**config.mk**
```make
export PLATFORM = sky130hd
export DESIGN_NAME = dpot_regctl
export DESIGN_NICKNAME = d
export VERILOG_FILES = /design/src/rtl/dpot_pkg.sv /design/src/rtl/dpot_pin_sync.sv /design/src/rtl/dpot_chan.sv /design/src/rtl/dpot_nvm.sv /design/src/rtl/dpot_seq.sv /design/src/rtl/dpot_regctl.sv
export SDC_FILE = /design/constraint.sdc
export NUM_CORES = 1
export LEC_CHECK = 0
export ABC_AREA = 1
export BUFFER_PORTS_ARGS = -buffer_cell sky130_fd_sc_hd__buf_4
export CAP_MARGIN = 40
export CORE_MARGIN = 3
export CORE_UTILIZATION = 50
export DETAILED_ROUTE_END_ITERATION = 8
export PLACE_DENSITY_LB_ADDON = 0.25
export REMOVE_ABC_BUFFERS = 1
export SETUP_SLACK_MARGIN = 0.05
export SKIP_CTS_REPAIR_TIMING = 1
export SLEW_MARGIN = 5
export SYNTH_ARGS = -nofsm -noshare
export SYNTH_HDL_FRONTEND = slang
export SYNTH_SLANG_ARGS = --single-unit
```
**constraint.sdc**
```tcl
create_clock -name clk -period 4.15 [get_ports clk]
set_input_delay 0.6225 -clock clk [delete_from_list [all_inputs] [get_ports clk]]
set_output_delay 0.6225 -clock clk [all_outputs]
set_load 0.01 [all_outputs]
```
**src/rtl/dpot_pkg.sv**
```systemverilog
package dpot_pkg;

    typedef enum logic [3:0] {
        OP_NOP      = 4'd0,
        OP_WR_WIPER = 4'd1,
        OP_WR_STAGE = 4'd2,
        OP_UP6      = 4'd6,
        OP_DN6      = 4'd7,
        OP_LOAD     = 4'd8,
        OP_STORE    = 4'd9,
        OP_CTRL     = 4'd11,
        OP_RELOAD   = 4'd14,
        OP_SHDN     = 4'd15
    } op_e;

    typedef enum logic [3:0] {
        ACT_NONE,
        ACT_WR_WIPER,
        ACT_WR_STAGE,
        ACT_UP6,
        ACT_DN6,
        ACT_LOAD,
        ACT_RELOAD,
        ACT_SHDN_ON,
        ACT_SHDN_OFF
    } act_e;

    typedef enum logic [1:0] {
        ST_IDLE,
        ST_EXEC,
        ST_NVWAIT
    } state_e;

    typedef enum logic {
        NV_STORE,
        NV_RELOAD
    } nv_kind_e;

    typedef struct packed {
        logic burst;
        logic nv_lock;
        logic wiper_lock;
    } ctrl_t;

endpackage

```
**src/rtl/dpot_pin_sync.sv**
```systemverilog
module dpot_pin_sync #(
    parameter int STAGES = 2
) (
    input  logic clk,
    input  logic rst,
    input  logic pin_n,
    output logic lvl_n,
    output logic fall
);
    // sh[0..STAGES-1] synchroniser, sh[STAGES] previous synchronised level
    logic [STAGES:0] sh;

    always_ff @(posedge clk) begin
        if (rst) sh <= '1;
        else     sh <= {sh[STAGES-1:0], pin_n};
    end

    assign lvl_n = sh[STAGES-1];
    assign fall  = sh[STAGES] & ~sh[STAGES-1];
endmodule

```
**src/rtl/dpot_chan.sv**
```systemverilog
module dpot_chan
    import dpot_pkg::*;
#(
    parameter int W = 8
) (
    input  logic         clk,
    input  logic         rst,
    input  act_e         act,
    input  logic         sel,
    input  logic [W-1:0] data,
    input  logic [W-1:0] nv_val,
    output logic [W-1:0] wiper,
    output logic         shdn
);
    localparam logic [W-1:0] MID = W'(1) << (W - 1);

    logic [W-1:0] wiper_q, stage_q, up_code;
    logic         dirty_q, shdn_q;

    always_comb begin
        if (wiper_q == '0)         up_code = W'(1);
        else if (wiper_q[W-1])     up_code = '1;
        else                       up_code = wiper_q << 1;
    end

    always_ff @(posedge clk) begin
        if (rst) begin
            wiper_q <= MID;
            stage_q <= MID;
            dirty_q <= 1'b0;
            shdn_q  <= 1'b0;
        end else if (sel) begin
            unique case (act)
                ACT_WR_WIPER: begin wiper_q <= data; dirty_q <= 1'b0; end
                ACT_WR_STAGE: begin stage_q <= data; dirty_q <= 1'b1; end
                ACT_UP6:      wiper_q <= up_code;
                ACT_DN6:      wiper_q <= wiper_q >> 1;
                ACT_LOAD: begin
                    if (dirty_q) wiper_q <= stage_q;
                    dirty_q <= 1'b0;
                end
                ACT_RELOAD:   begin wiper_q <= nv_val; dirty_q <= 1'b0; end
                ACT_SHDN_ON:  shdn_q <= 1'b1;
                ACT_SHDN_OFF: shdn_q <= 1'b0;
                default: ;
            endcase
        end
    end

    assign wiper = wiper_q;
    assign shdn  = shdn_q;
endmodule

```
**src/rtl/dpot_nvm.sv**
```systemverilog
module dpot_nvm #(
    parameter int N = 4,
    parameter int W = 8
) (
    input  logic           clk,
    input  logic           rst,
    input  logic           store,
    input  logic [N-1:0]   mask,
    input  logic [N*W-1:0] wiper_in,
    output logic [N*W-1:0] nv_out
);
    localparam logic [W-1:0] MID = W'(1) << (W - 1);

    logic [W-1:0] mem [N];

    always_ff @(posedge clk) begin
        for (int i = 0; i < N; i++) begin
            if (rst)                 mem[i] <= MID;
            else if (store && mask[i]) mem[i] <= wiper_in[i*W +: W];
        end
    end

    for (genvar g = 0; g < N; g++) begin : g_out
        assign nv_out[g*W +: W] = mem[g];
    end
endmodule

```
**src/rtl/dpot_seq.sv**
```systemverilog
module dpot_seq
    import dpot_pkg::*;
#(
    parameter int N      = 4,
    parameter int W      = 8,
    parameter int NV_LAT = 8
) (
    input  logic                 clk,
    input  logic                 rst,
    input  logic                 cmd_valid,
    input  logic [3:0]           cmd_op,
    input  logic                 cmd_all,
    input  logic [$clog2(N)-1:0] cmd_chan,
    input  logic [W-1:0]         cmd_data,
    input  logic                 load_fall,
    input  logic                 rpin_fall,
    input  logic                 wp_lvl_n,
    output logic                 cmd_ready,
    output logic                 busy,
    output act_e                 act,
    output logic [N-1:0]         act_mask,
    output logic [W-1:0]         act_data,
    output logic                 nv_store,
    output logic [N-1:0]         nv_mask,
    output logic                 wp_eff,
    output logic                 burst_en
);
    localparam int CHW = $clog2(N);
    localparam int CW  = $clog2(NV_LAT + 1);

    state_e          state_q;
    nv_kind_e        kind_q;
    logic [CW-1:0]   cnt_q;
    op_e             op_q;
    logic            all_q;
    logic [CHW-1:0]  chan_q;
    logic [W-1:0]    data_q;
    ctrl_t           ctrl_q;
    logic            wp_q, rst_pend_q;
    logic            go_reset, accept, prot_w, prot_nv;
    logic [N-1:0]    sel;

    assign prot_w    = ctrl_q.wiper_lock | wp_q;
    assign prot_nv   = ctrl_q.nv_lock | wp_q;
    assign go_reset  = rpin_fall | rst_pend_q;
    assign cmd_ready = (state_q == ST_IDLE) && !go_reset;
    assign accept    = cmd_valid && cmd_ready;
    assign busy      = (state_q != ST_IDLE);
    assign wp_eff    = wp_q;
    assign burst_en  = ctrl_q.burst;

    always_comb begin
        for (int i = 0; i < N; i++) sel[i] = all_q || (chan_q == CHW'(i));
    end

    always_comb begin
        act      = ACT_NONE;
        act_mask = '0;
        act_data = data_q;
        nv_store = 1'b0;
        nv_mask  = sel;
        unique case (state_q)
            ST_IDLE: begin
                if (!go_reset && load_fall && !prot_w) begin
                    act      = ACT_LOAD;
                    act_mask = '1;
                end
            end
            ST_EXEC: begin
                act_mask = sel;
                unique case (op_q)
                    OP_WR_WIPER: if (!prot_w) act = ACT_WR_WIPER;
                    OP_WR_STAGE: act = ACT_WR_STAGE;
                    OP_UP6:      if (!prot_w) act = ACT_UP6;
                    OP_DN6:      if (!prot_w) act = ACT_DN6;
                    OP_LOAD:     if (!prot_w) act = ACT_LOAD;
                    OP_SHDN:     act = data_q[0] ? ACT_SHDN_ON : ACT_SHDN_OFF;
                    default:     act = ACT_NONE;
                endcase
            end
            ST_NVWAIT: begin
                if (cnt_q == '0) begin
                    if (kind_q == NV_RELOAD) begin
                        act      = ACT_RELOAD;
                        act_mask = '1;
                    end else begin
                        nv_store = !prot_nv;
                    end
                end
            end
            default: ;
        endcase
    end

    always_ff @(posedge clk) begin
        if (rst) begin
            state_q    <= ST_IDLE;
            kind_q     <= NV_STORE;
            cnt_q      <= '0;
            op_q       <= OP_NOP;
            all_q      <= 1'b0;
            chan_q     <= '0;
            data_q     <= '0;
            ctrl_q     <= '0;
            wp_q       <= 1'b0;
            rst_pend_q <= 1'b0;
        end else begin
            unique case (state_q)
                ST_IDLE: begin
                    wp_q <= !wp_lvl_n;
                    if (go_reset) begin
                        state_q    <= ST_NVWAIT;
                        kind_q     <= NV_RELOAD;
                        cnt_q      <= CW'(NV_LAT - 1);
                        rst_pend_q <= 1'b0;
                    end else if (accept) begin
                        state_q <= ST_EXEC;
                        op_q    <= op_e'(cmd_op);
                        all_q   <= cmd_all;
                        chan_q  <= cmd_chan;
                        data_q  <= cmd_data;
                    end
                end
                ST_EXEC: begin
                    unique case (op_q)
                        OP_STORE: begin
                            state_q <= ST_NVWAIT;
                            kind_q  <= NV_STORE;
                            cnt_q   <= CW'(NV_LAT - 1);
                        end
                        OP_RELOAD: begin
                            state_q <= ST_NVWAIT;
                            kind_q  <= NV_RELOAD;
                            cnt_q   <= CW'(NV_LAT - 1);
                        end
                        OP_CTRL: begin
                            ctrl_q  <= '{burst: data_q[3], nv_lock: data_q[1],
                                         wiper_lock: data_q[0]};
                            state_q <= ST_IDLE;
                        end
                        default: state_q <= ST_IDLE;
                    endcase
                end
                ST_NVWAIT: begin
                    if (cnt_q == '0) state_q <= ST_IDLE;
                    else             cnt_q   <= cnt_q - 1'b1;
                end
                default: state_q <= ST_IDLE;
            endcase
            if (state_q != ST_IDLE && rpin_fall) rst_pend_q <= 1'b1;
        end
    end
endmodule

```
**src/rtl/dpot_regctl.sv**
```systemverilog
module dpot_regctl
    import dpot_pkg::*;
#(
    parameter int N_CH        = 4,
    parameter int CODE_W      = 8,
    parameter int NV_LAT      = 8,
    parameter int SYNC_STAGES = 2
) (
    input  logic                    clk,
    input  logic                    rst,
    input  logic                    cmd_valid,
    output logic                    cmd_ready,
    input  logic [3:0]              cmd_op,
    input  logic                    cmd_all,
    input  logic [$clog2(N_CH)-1:0] cmd_chan,
    input  logic [CODE_W-1:0]       cmd_data,
    input  logic                    load_n,
    input  logic                    reload_n,
    input  logic                    wp_n,
    output logic                    busy,
    output logic [N_CH*CODE_W-1:0]  wiper_flat,
    output logic [N_CH-1:0]         shdn,
    output logic                    burst_en
);
    logic                    load_fall, rpin_fall, wp_lvl_n;
    logic                    load_lvl_unused, rpin_lvl_unused, wp_fall_unused;
    act_e                    act;
    logic [N_CH-1:0]         act_mask, nv_mask;
    logic [CODE_W-1:0]       act_data;
    logic                    nv_store, wp_eff;
    logic [N_CH*CODE_W-1:0]  nv_flat;

    dpot_pin_sync #(.STAGES(SYNC_STAGES)) u_sync_load (
        .clk(clk), .rst(rst), .pin_n(load_n), .lvl_n(load_lvl_unused), .fall(load_fall));
    dpot_pin_sync #(.STAGES(SYNC_STAGES)) u_sync_rpin (
        .clk(clk), .rst(rst), .pin_n(reload_n), .lvl_n(rpin_lvl_unused), .fall(rpin_fall));
    dpot_pin_sync #(.STAGES(SYNC_STAGES)) u_sync_wp (
        .clk(clk), .rst(rst), .pin_n(wp_n), .lvl_n(wp_lvl_n), .fall(wp_fall_unused));

    dpot_seq #(.N(N_CH), .W(CODE_W), .NV_LAT(NV_LAT)) u_seq (
        .clk(clk), .rst(rst),
        .cmd_valid(cmd_valid), .cmd_op(cmd_op), .cmd_all(cmd_all),
        .cmd_chan(cmd_chan), .cmd_data(cmd_data),
        .load_fall(load_fall), .rpin_fall(rpin_fall), .wp_lvl_n(wp_lvl_n),
        .cmd_ready(cmd_ready), .busy(busy),
        .act(act), .act_mask(act_mask), .act_data(act_data),
        .nv_store(nv_store), .nv_mask(nv_mask),
        .wp_eff(wp_eff), .burst_en(burst_en));

    dpot_nvm #(.N(N_CH), .W(CODE_W)) u_nvm (
        .clk(clk), .rst(rst), .store(nv_store), .mask(nv_mask),
        .wiper_in(wiper_flat), .nv_out(nv_flat));

    for (genvar g = 0; g < N_CH; g++) begin : g_ch
        dpot_chan #(.W(CODE_W)) u_chan (
            .clk(clk), .rst(rst), .act(act), .sel(act_mask[g]),
            .data(act_data), .nv_val(nv_flat[g*CODE_W +: CODE_W]),
            .wiper(wiper_flat[g*CODE_W +: CODE_W]), .shdn(shdn[g]));
    end
endmodule

```
==> impl_metrics.json, run 1 <==
{
  "core_um2": 14000,
  "synth_cells": 1001,
  "endpoint": "g_ch[1].u_chan.wiper[3]",
  "drc_errors": 0,
  "ys_seq_area_share_pct": 43.2,
  "clock_skew_ps": 7.33,
  "max_slew_margin_pct": 44.8,
  "synth_commonest_cells": "nand2_1, nor2_1, dfxtp_1",
  "overflow": 0,
  "rr_worst_depth": 14,
  "wl_per_cell_um": 16.8,
  "crit_required_ps": 4500,
  "setup_slack_ps": 1130,
  "dr.pass1.iters": 5,
  "drt-initial-drc-count": 707,
  "r2r-end": "g_ch[1].u_chan.wiper[3]",
  "seq_area_um2": 3100,
  "use_met2_pct": 42.6,
  "path_max_fanout": 41,
  "p_sw_mw": 1.39,
  "synth-seq-cells": 139,
  "place_ws_ps": 1210,
  "grt_start_max_net_pins": 51,
  "via_per_inst": 5.57,
  "dr_total_vias": 6829,
  "grt_util_met1_pct": 34.3,
  "n_antenna_cell": 0,
  "yosysWarnings": 0,
  "drv_slew": 0,
  "grt_pass1_vias": 6397,
  "finalPower_mw": 4.03,
  "multiInputGateArea_um2": 3350,
  "utilization_pct": 58.2,
  "reg2reg_from": "u_seq.cnt_q[0]",
  "cts_buffer_depth": 2,
  "setup_viol": 0,
  "start_util_pct": 51.3,
  "fin_nets": 1057,
  "gp_congestion": 0.888,
  "rrSetupSlack_ps": 1130,
  "wl_mm": 20.6,
  "p_int_mw": 2.64,
  "cts_sinks": 139,
  "end_kind": "flop",
  "dp_hpwl_mm": 13.7,
  "fin_tns_setup_ps": 0,
  "synth_edf_count": 32,
  "start_kind": "flop",
  "track_usage_pct": 26.2,
  "synth_area_leader_cell": "dfxtp_1",
  "die-area_um2": 15800,
  "grt_pass1_wl_mm": 33.2,
  "hold_path_class": "in -> reg",
  "fp.dieW_um": 126,
  "cts_tree": "built",
  "syn_area_per_cell_um2": 7.17,
  "clock.fmax_mhz": 331,
  "pwr-share-seq_pct": 39.7,
  "min-delay-start": "reload_n",
  "drive_gt1_share_pct": 13.8,
  "status": "finished clean",
  "io_pins": 60,
  "rsz0062_at_grt": "false",
  "p_sw_share_pct": 34.6,
  "busiest_layer": "met2",
  "portBuffers": 59,
  "p_per_area_nw_per_um2": 495,
  "die-height_um": 126,
  "met3_usage_pct": 6.19,
  "p_comb_share_pct": 25.2,
  "p_leak_nw": 3.84,
  "yosysMostFrequentCell": "nand2_1",
  "critical_path_class": "reg -> reg",
  "cts_buffers": 17,
  "clkPwrFrac_pct": 35.1,
  "hold_viol": 0,
  "finalCritPeriodShare_pct": 72.8,
  "root_buffer": "clkbuf_16",
  "clk_pin_slew_ps": 60,
  "drv_cap": 0,
  "yosysUniqueCellTypes": 31,
  "ant_nets": 0,
  "peakVddDrop_mv": 0.280,
  "ys_top_cells_by_area": "dfxtp_1, edfxtp_1, nand2_1",
  "worstPathArrival_ps": 3370,
  "synthFlopType": "dfxtp_1",
  "rows": 43,
  "syn-cell-area_um2": 7180,
  "worst_slew_pin_slew_ps": 826,
  "critPathLaunch": "u_seq.cnt_q[0]",
  "area_growth_pct": 13.4,
  "synth_top_area_share_pct": 29.8,
  "grt_antenna_before_repair": 0,
  "asyncSetResetFlopFracSynth_pct": 0,
  "cts_max_level": 4,
  "n_fill_cell": 1329,
  "clkLatencyLatePin_ps": 420,
  "layout_min_cycle_time_ps": 3020
}
-- layer usage --
metal	vias up	share of wire [%]
li1	3364	-
met3	53	6.6
met2	269	46
met5	-	0
met1	3143	44
met4	0	3.3
-- metrics by stage --
stage               cell area [um2]  instances  hold slack [ps]
finish                         8150       1227              384
global route                   8150       1227              365
detailed placement             7600       1195              393
CTS                            8150       1227              372
global placement               7600       1195              391
floorplan                      6830        943              385
-- registers in the layout, indices dropped and copies added, names as in the netlist, 2 cells and up --
signal / cells
g_ch.u_chan.stage_q: 32
g_ch.u_chan.wiper: 32
u_nvm.mem: 32
u_seq.act_data: 8
g_ch.u_chan.dirty_q: 4
g_ch.u_chan.shdn: 4
u_seq.cnt_q: 4
u_seq.op_q: 4
u_sync_load.sh: 3
u_sync_rpin.sh: 3
u_seq.chan_q: 2
u_seq.ctrl_q: 2
u_seq.state_q: 2
u_sync_wp.sh: 2
-- layout by cell type, fill, tap and decap left out, types with 2 or more instances in the layout --
cell          n
clkinv_2      4
or2_2         7
ha_1          2
nand2_4       6
inv_1        88
o211ai_1     11
clkbuf_1      6
o21ai_0      57
nand4_1      93
a211oi_1      4
clkbuf_16    19
buf_4        72
o21ai_1       5
a21oi_1      67
nand3_4       3
nor2_4        7
clkinvlp_4    2
nor2_1      149
dfxtp_1     107
nor2_2        7
inv_2        12
edfxtp_1     32
a21oi_4       2
nand3_1      20
nor3_1        4
nand2_1     256
-- area by class of cell --
type / instances / share of cell area [%]
clock buffers: 26 / 6.28
well taps: 180 / 2.76
inverters: 100 / 4.61
flip-flops and latches: 139 / 38.1
multi-input cells: 704 / 41.2
clock inverters: 6 / 0.430
repair buffers: 72 / 6.64
-- cell families (layout without fill, tap and decap cells) --
group,after synthesis,in the layout,synth area share (%)
flops,139,139,43.2
simple gates,555,555,35.3
compound gates,147,147,11.0
buf+inv,158,204,10.2
fa+ha+maj,2,2,0.348
-- worst min path at each step --
stage | slack (ps) | endpoint | depth (start not counted)
6_report | 380 | u_sync_rpin.sh[0] | 2
5_1_grt | 370 | u_sync_rpin.sh[0] | 2
4_1_cts | 370 | u_sync_rpin.sh[0] | 2
3_5_place_dp | 390 | u_sync_rpin.sh[1] | 1
3_3_place_gp | 390 | u_sync_rpin.sh[1] | 1
2_1_floorplan | 380 | u_seq.wp_eff | 1
-- power by group through the flow --
stage | Sequential [mW] | Combinational [mW] | Clock, mW
after detailed placement | 1.63 | 0.996 | 0
after floorplan | 1.61 | 0.642 | 0
after CTS | 1.60 | 1.00 | 1.43
after global placement | 1.62 | 0.988 | 0
final | 1.60 | 1.02 | 1.42
after global routing | 1.61 | 1.12 | 1.50
-- critical path, stage by stage (launching register included) --
cell and delay, ps:
dfxtp_1 330, inv_1 80, ha_1 170, nand4_1 150
nor2_4 430, nor2_2 110, nand2_4 380, inv_1 120
nand2_1 80, nor2_1 50, nor2_2 290, nand3_1 410
nand2_1 160, nor2_1 50, nor2_1 120
No activity file was read; power rests on OpenSTA's default activity.
==> run 2: changes to the inputs <==
==> constraint.sdc (replaced) <==
create_clock -name clk -period 2.75 [get_ports clk]
set_input_delay 0.4125 -clock clk [delete_from_list [all_inputs] [get_ports clk]]
set_output_delay 0.4125 -clock clk [all_outputs]
set_load 0.01 [all_outputs]
==> impl_metrics.json, run 2 (same netlist as run 1, synthesis figures left out) <==
{
  "overflow": 0,
  "finalCritPeriodShare_pct": 93.9,
  "dp.cells": 1204,
  "critical_path_class": "reg -> reg",
  "peakVddDrop_mv": 0.480,
  "rrSetupSlack_ps": 170,
  "die-height_um": 126,
  "min-delay-start": "load_n",
  "drv_cap": 0,
  "grt_start_max_net_pins": 51,
  "p_per_area_nw_per_um2": 740,
  "cts_tree": "built",
  "hold_viol": 0,
  "root_buffer": "clkbuf_16",
  "cts_buffers": 17,
  "clock_skew_ps": 6.71,
  "clkLatencyLatePin_ps": 420,
  "setup_viol": 0,
  "layout_min_cycle_time_ps": 2580,
  "cts_max_level": 4,
  "fp.dieW_um": 126,
  "drt-initial-drc-count": 729,
  "track_usage_pct": 26.1,
  "hold_path_class": "in -> reg",
  "drc_errors": 0,
  "grt_antenna_before_repair": 0,
  "max_slew_margin_pct": 52.2,
  "drive_gt1_share_pct": 14.8,
  "worstPathArrival_ps": 2940,
  "rsz0062_at_grt": "true",
  "dr_wl_met2_mm": 9.73,
  "start_util_pct": 51.3,
  "cts_sinks": 139,
  "cts_buffer_depth": 2,
  "grt_pass1_vias": 6399,
  "rr_worst_depth": 14,
  "drv_slew": 0,
  "holdPathStages": 2,
  "dp_hpwl_mm": 13.7,
  "p_leak_nw": 3.92,
  "worst_slew_pin_slew_ps": 715,
  "highest_layer": "met4",
  "area_growth_pct": 15.3,
  "die-area_um2": 15800,
  "dr_total_vias": 6927,
  "end_kind": "flop",
  "n_antenna_cell": 0,
  "r2r-end": "g_ch[0].u_chan.wiper[6]",
  "portBuffers": 59,
  "path_max_fanout": 19,
  "wl_per_cell_um": 16.5,
  "grt_pass1_wl_mm": 33.0,
  "crit_required_ps": 3110,
  "fin_tns_setup_ps": 0,
  "utilization_pct": 59.2,
  "final_common_cell": "nand2_1",
  "gp_congestion": 0.876,
  "layout.cells.non_filler": 1241,
  "final_cell_mix": "nand2_1, nor2_1, dfxtp_1",
  "io_pins": 60,
  "rows": 43,
  "ant_nets": 0,
  "clock.fmax_mhz": 387,
  "clk_pin_slew_ps": 50,
  "wl_mm": 20.5,
  "core_um2": 14000,
  "dr_wl_met3_mm": 1.38,
  "start_kind": "flop",
  "reg2reg_from": "u_seq.cnt_q[0]",
  "fin_nets": 1071,
  "dr.pass1.iters": 5,
  "hold_path_end": "u_sync_load.sh[0]",
  "wl_met1_mm": 8.75,
  "status": "finished clean",
  "via_per_inst": 5.58
}
## run 2: cell types whose count changed in the layout (fill, tap and decap cells not counted), moves of 2 or more
cell,previous run,this run
clkinvlp_4,2,0
clkbuf_8,1,5
buf_4,72,84
clkbuf_1,6,8
clkinv_2,4,1
## run 2: worst max-delay path, stage by stage, from the launching register on
cell and delay, ps:
dfxtp_1 330, inv_1 80, ha_1 170, nand4_1 160
nor2_4 230, nor2_2 90, nand2_4 230, inv_1 90
nand2_1 70, nor2_1 50, nor2_2 290, nand3_1 400
nand2_1 190, nor2_1 50, nor2_1 90
## run 2: worst max path at each step
stage                    from                      end  depth (start not counted)
5_1_grt        u_seq.cnt_q[0]  g_ch[0].u_chan.wiper[6]                         14
4_1_cts        u_seq.cnt_q[0]  g_ch[0].u_chan.wiper[3]                         14
3_3_place_gp   u_seq.cnt_q[0]  g_ch[3].u_chan.wiper[3]                         14
6_report       u_seq.cnt_q[0]  g_ch[0].u_chan.wiper[6]                         14
3_5_place_dp   u_seq.cnt_q[0]  g_ch[3].u_chan.wiper[3]                         14
2_1_floorplan  u_seq.cnt_q[0]  g_ch[3].u_chan.wiper[4]                         12
## run 2: final cells by class
type	instances	area [um2]
fillers	1350	5710
multi-input cells	704	3360
flip-flops and latches	139	3100
repair buffers	86	662
clock buffers	31	549
inverters	100	375
well taps	180	225
clock inverters	1	5.00
## run 2: report_power, final
| group | leakage (nW) | internal [mW] | switching, mW |
|---|---|---|---|
| clock network | 0.271 | 1.33 | 0.820 |
| registers | 1.19 | 2.27 | 0.140 |
| logic | 2.46 | 0.464 | 1.10 |
| total | 3.92 | 4.06 | 2.06 |
## run 2: routing by layer
layer	vias up	global-route usage, %
met5	-	0
met4	0	11.3
met3	40	5.51
met2	280	41.5
met1	3196	34.6
li1	3411	-
## run 2: per-stage QoR
step | instance area [um2] | power, mW | hold slack [ps] | worst slack (ps)
3_5_place_dp | 7670 | 3.98 | 396 | 243
2_1_floorplan | 6830 | 3.40 | 385 | -1290
6_report | 8280 | 6.13 | 172 | 169
5_1_grt | 8280 | 6.42 | 167 | -68.6
4_1_cts | 8220 | 6.11 | 162 | 197
3_3_place_gp | 7670 | 3.96 | 391 | 289
==> run 3: changes to the inputs <==
--- a/config.mk
+++ b/config.mk
@@ -5,7 +5,6 @@
 export SDC_FILE = /design/constraint.sdc
 export NUM_CORES = 1
 export LEC_CHECK = 0
-export ABC_AREA = 1
 export BUFFER_PORTS_ARGS = -buffer_cell sky130_fd_sc_hd__buf_4
 export CAP_MARGIN = 40
 export CORE_MARGIN = 3
==> impl_metrics.json, run 3 <==
{
  "status": "finished clean",
  "finalCritPeriodShare_pct": 95.7,
  "dr_total_vias": 5985,
  "ys_seq_area_share_pct": 47.1,
  "critical_path_class": "reg -> reg",
  "grt_antenna_before_repair": 0,
  "dp.cells": 944,
  "via_per_inst": 6.13,
  "cp_slowest_cell": "o31ai_4",
  "design_area_um2": 7990,
  "die-area_um2": 14600,
  "clkLatencyLatePin_ps": 430,
  "asyncSetResetFlopFracSynth_pct": 0,
  "wl_per_cell_um": 19.2,
  "rows": 41,
  "p_per_area_nw_per_um2": 661,
  "hold_path_class": "in -> reg",
  "use_met2_pct": 42.3,
  "yosysWarnings": 0,
  "synth-seq-cells": 139,
  "portBuffers": 59,
  "drive_gt1_share_pct": 23.9,
  "io_pins": 60,
  "syn_area_per_cell_um2": 9.03,
  "clk_pin_slew_ps": 60,
  "synth_cells": 729,
  "grt_util_met1_pct": 34.8,
  "multiInputGateArea_um2": 3180,
  "worst_slew_pin_slew_ps": 649,
  "overflow": 0,
  "path_delay_family": "simple AND/OR/NAND/NOR gates",
  "synth_commonest_cells": "dfxtp_1, nand2_1, a21oi_1",
  "grt_start_max_net_pins": 41,
  "die-height_um": 121,
  "fp.dieW_um": 121,
  "gp_congestion": 0.835,
  "cts_tree": "built",
  "synth_edf_count": 32,
  "hold_viol": 0,
  "seq_area_um2": 3110,
  "start_util_pct": 51.6,
  "path_max_fanout": 7,
  "clock_skew_ps": 7.31,
  "core_um2": 12800,
  "crit_required_ps": 3090,
  "cts_max_level": 4,
  "rsz0062_at_grt": "true",
  "drt-initial-drc-count": 730,
  "wl_mm": 18.7,
  "setup_viol": 0,
  "layout_min_cycle_time_ps": 2630,
  "min-delay-start": "load_n",
  "grt_pass1_wl_mm": 30.1,
  "cts_buffer_depth": 2,
  "drv_cap": 0,
  "synth_top_area_share_pct": 32.5,
  "p_leak_nw": 2.87,
  "grt_pass1_vias": 5667,
  "synthFlopType": "dfxtp_1",
  "final_cell_mix": "nand2_1, dfxtp_1, buf_4",
  "crit_cells": 9,
  "ys_top_cells_by_area": "dfxtp_1, edfxtp_1, nand2_1",
  "busiest_layer": "met2",
  "layout.cells.non_filler": 976,
  "end_kind": "flop",
  "cts_sinks": 139,
  "n_antenna_cell": 0,
  "dp_hpwl_mm": 12.7,
  "max_slew_margin_pct": 56.5,
  "met3_usage_pct": 7.06,
  "peakVddDrop_mv": 0.653,
  "synth_area_leader_cell": "dfxtp_1",
  "drc_errors": 0,
  "yosysMostFrequentCell": "dfxtp_1",
  "rr_worst_depth": 9,
  "yosysUniqueCellTypes": 64,
  "reg2reg_from": "u_seq.cnt_q[0]",
  "fin_nets": 814,
  "critPathMaxStageDelay_ps": 430,
  "critPathLaunch": "u_seq.cnt_q[0]",
  "worst-path-buf-inv": 2,
  "cts_buffers": 17,
  "dr.pass1.iters": 9,
  "root_buffer": "clkbuf_16",
  "n_fill_cell": 1042,
  "cp_cell_sequence": "inv_1 -> ha_1 -> and4_2 -> or2_1 -> o31ai_4 -> nand2_1 -> buf_4 -> and4_1 -> a211oi_1",
  "start_kind": "flop",
  "track_usage_pct": 26.5,
  "area_growth_pct": 21.3,
  "syn-cell-area_um2": 6590,
  "ant_nets": 0,
  "drv_slew": 0,
  "holdPathStages": 2,
  "clock.fmax_mhz": 380,
  "worstPathArrival_ps": 2970,
  "dpl_cell_area_um2": 7320
}
## run 3: cell type report
| cell class | count | share of cell area [%] |
|---|---|---|
| flip-flops and latches | 139 | 38.9 |
| well taps | 172 | 2.69 |
| inverters | 12 | 0.564 |
| clock inverters | 13 | 2.46 |
| multi-input cells | 521 | 39.8 |
| repair buffers | 100 | 10.0 |
| clock buffers | 19 | 5.54 |
## run 3: layer usage
| metal | up-vias | part of all wire, % |
|---|---|---|
| met5 | - | 0 |
| met4 | 0 | 2.0 |
| met3 | 35 | 9.7 |
| met2 | 313 | 47 |
| met1 | 2846 | 41 |
| li1 | 2791 | - |
## run 3: worst register-to-register path, cell delays in order, from the launching register on
cell and delay, ps:
dfxtp_1 380, inv_1 90, ha_1 220, and4_2 280, or2_1 330, o31ai_4 430
nand2_1 270, buf_4 220, and4_1 140, a211oi_1 190
## run 3: path summary, 6_finish.rpt
path,to,slack (ps)
worst min-delay path,u_sync_load.sh[0],170
worst max register to register,g_ch[2].u_chan.wiper[3],120
worst max-delay path,g_ch[2].u_chan.wiper[3],120
worst min register to register,u_seq.wp_eff,410
## run 3: power by group
part / internal (mW) / leakage, nW / switching (mW)
logic: 0.214 / 1.36 / 0.336
registers: 2.16 / 1.19 / 0.0846
clock network: 1.62 / 0.321 / 0.861
total: 4.00 / 2.87 / 1.28
## run 3: metrics by stage
stage               TNS (ps)  hold slack, ps  setup WS (ps)  power [mW]  util (%)
floorplan             -11100             385           -296        2.54         -
global placement           0             397            124        2.80      57.3
CTS                        0             160           48.7        5.28      62.3
global route               0             159           16.1        5.46      62.6
finish                     0             167            119        5.28      62.6
detailed placement         0             398           95.7        2.82      57.3
## run 3: logic make-up after synthesis
logic type                 Yosys count  synth area share [%]
adders and majority gates            2                 0.380
AOI/OAI and AO/OA                  170                  19.5
DFF                                139                  47.1
buffers and inverters               69                  4.96
and+or+nand+nor                    344                  27.2
muxes                                5                 0.760
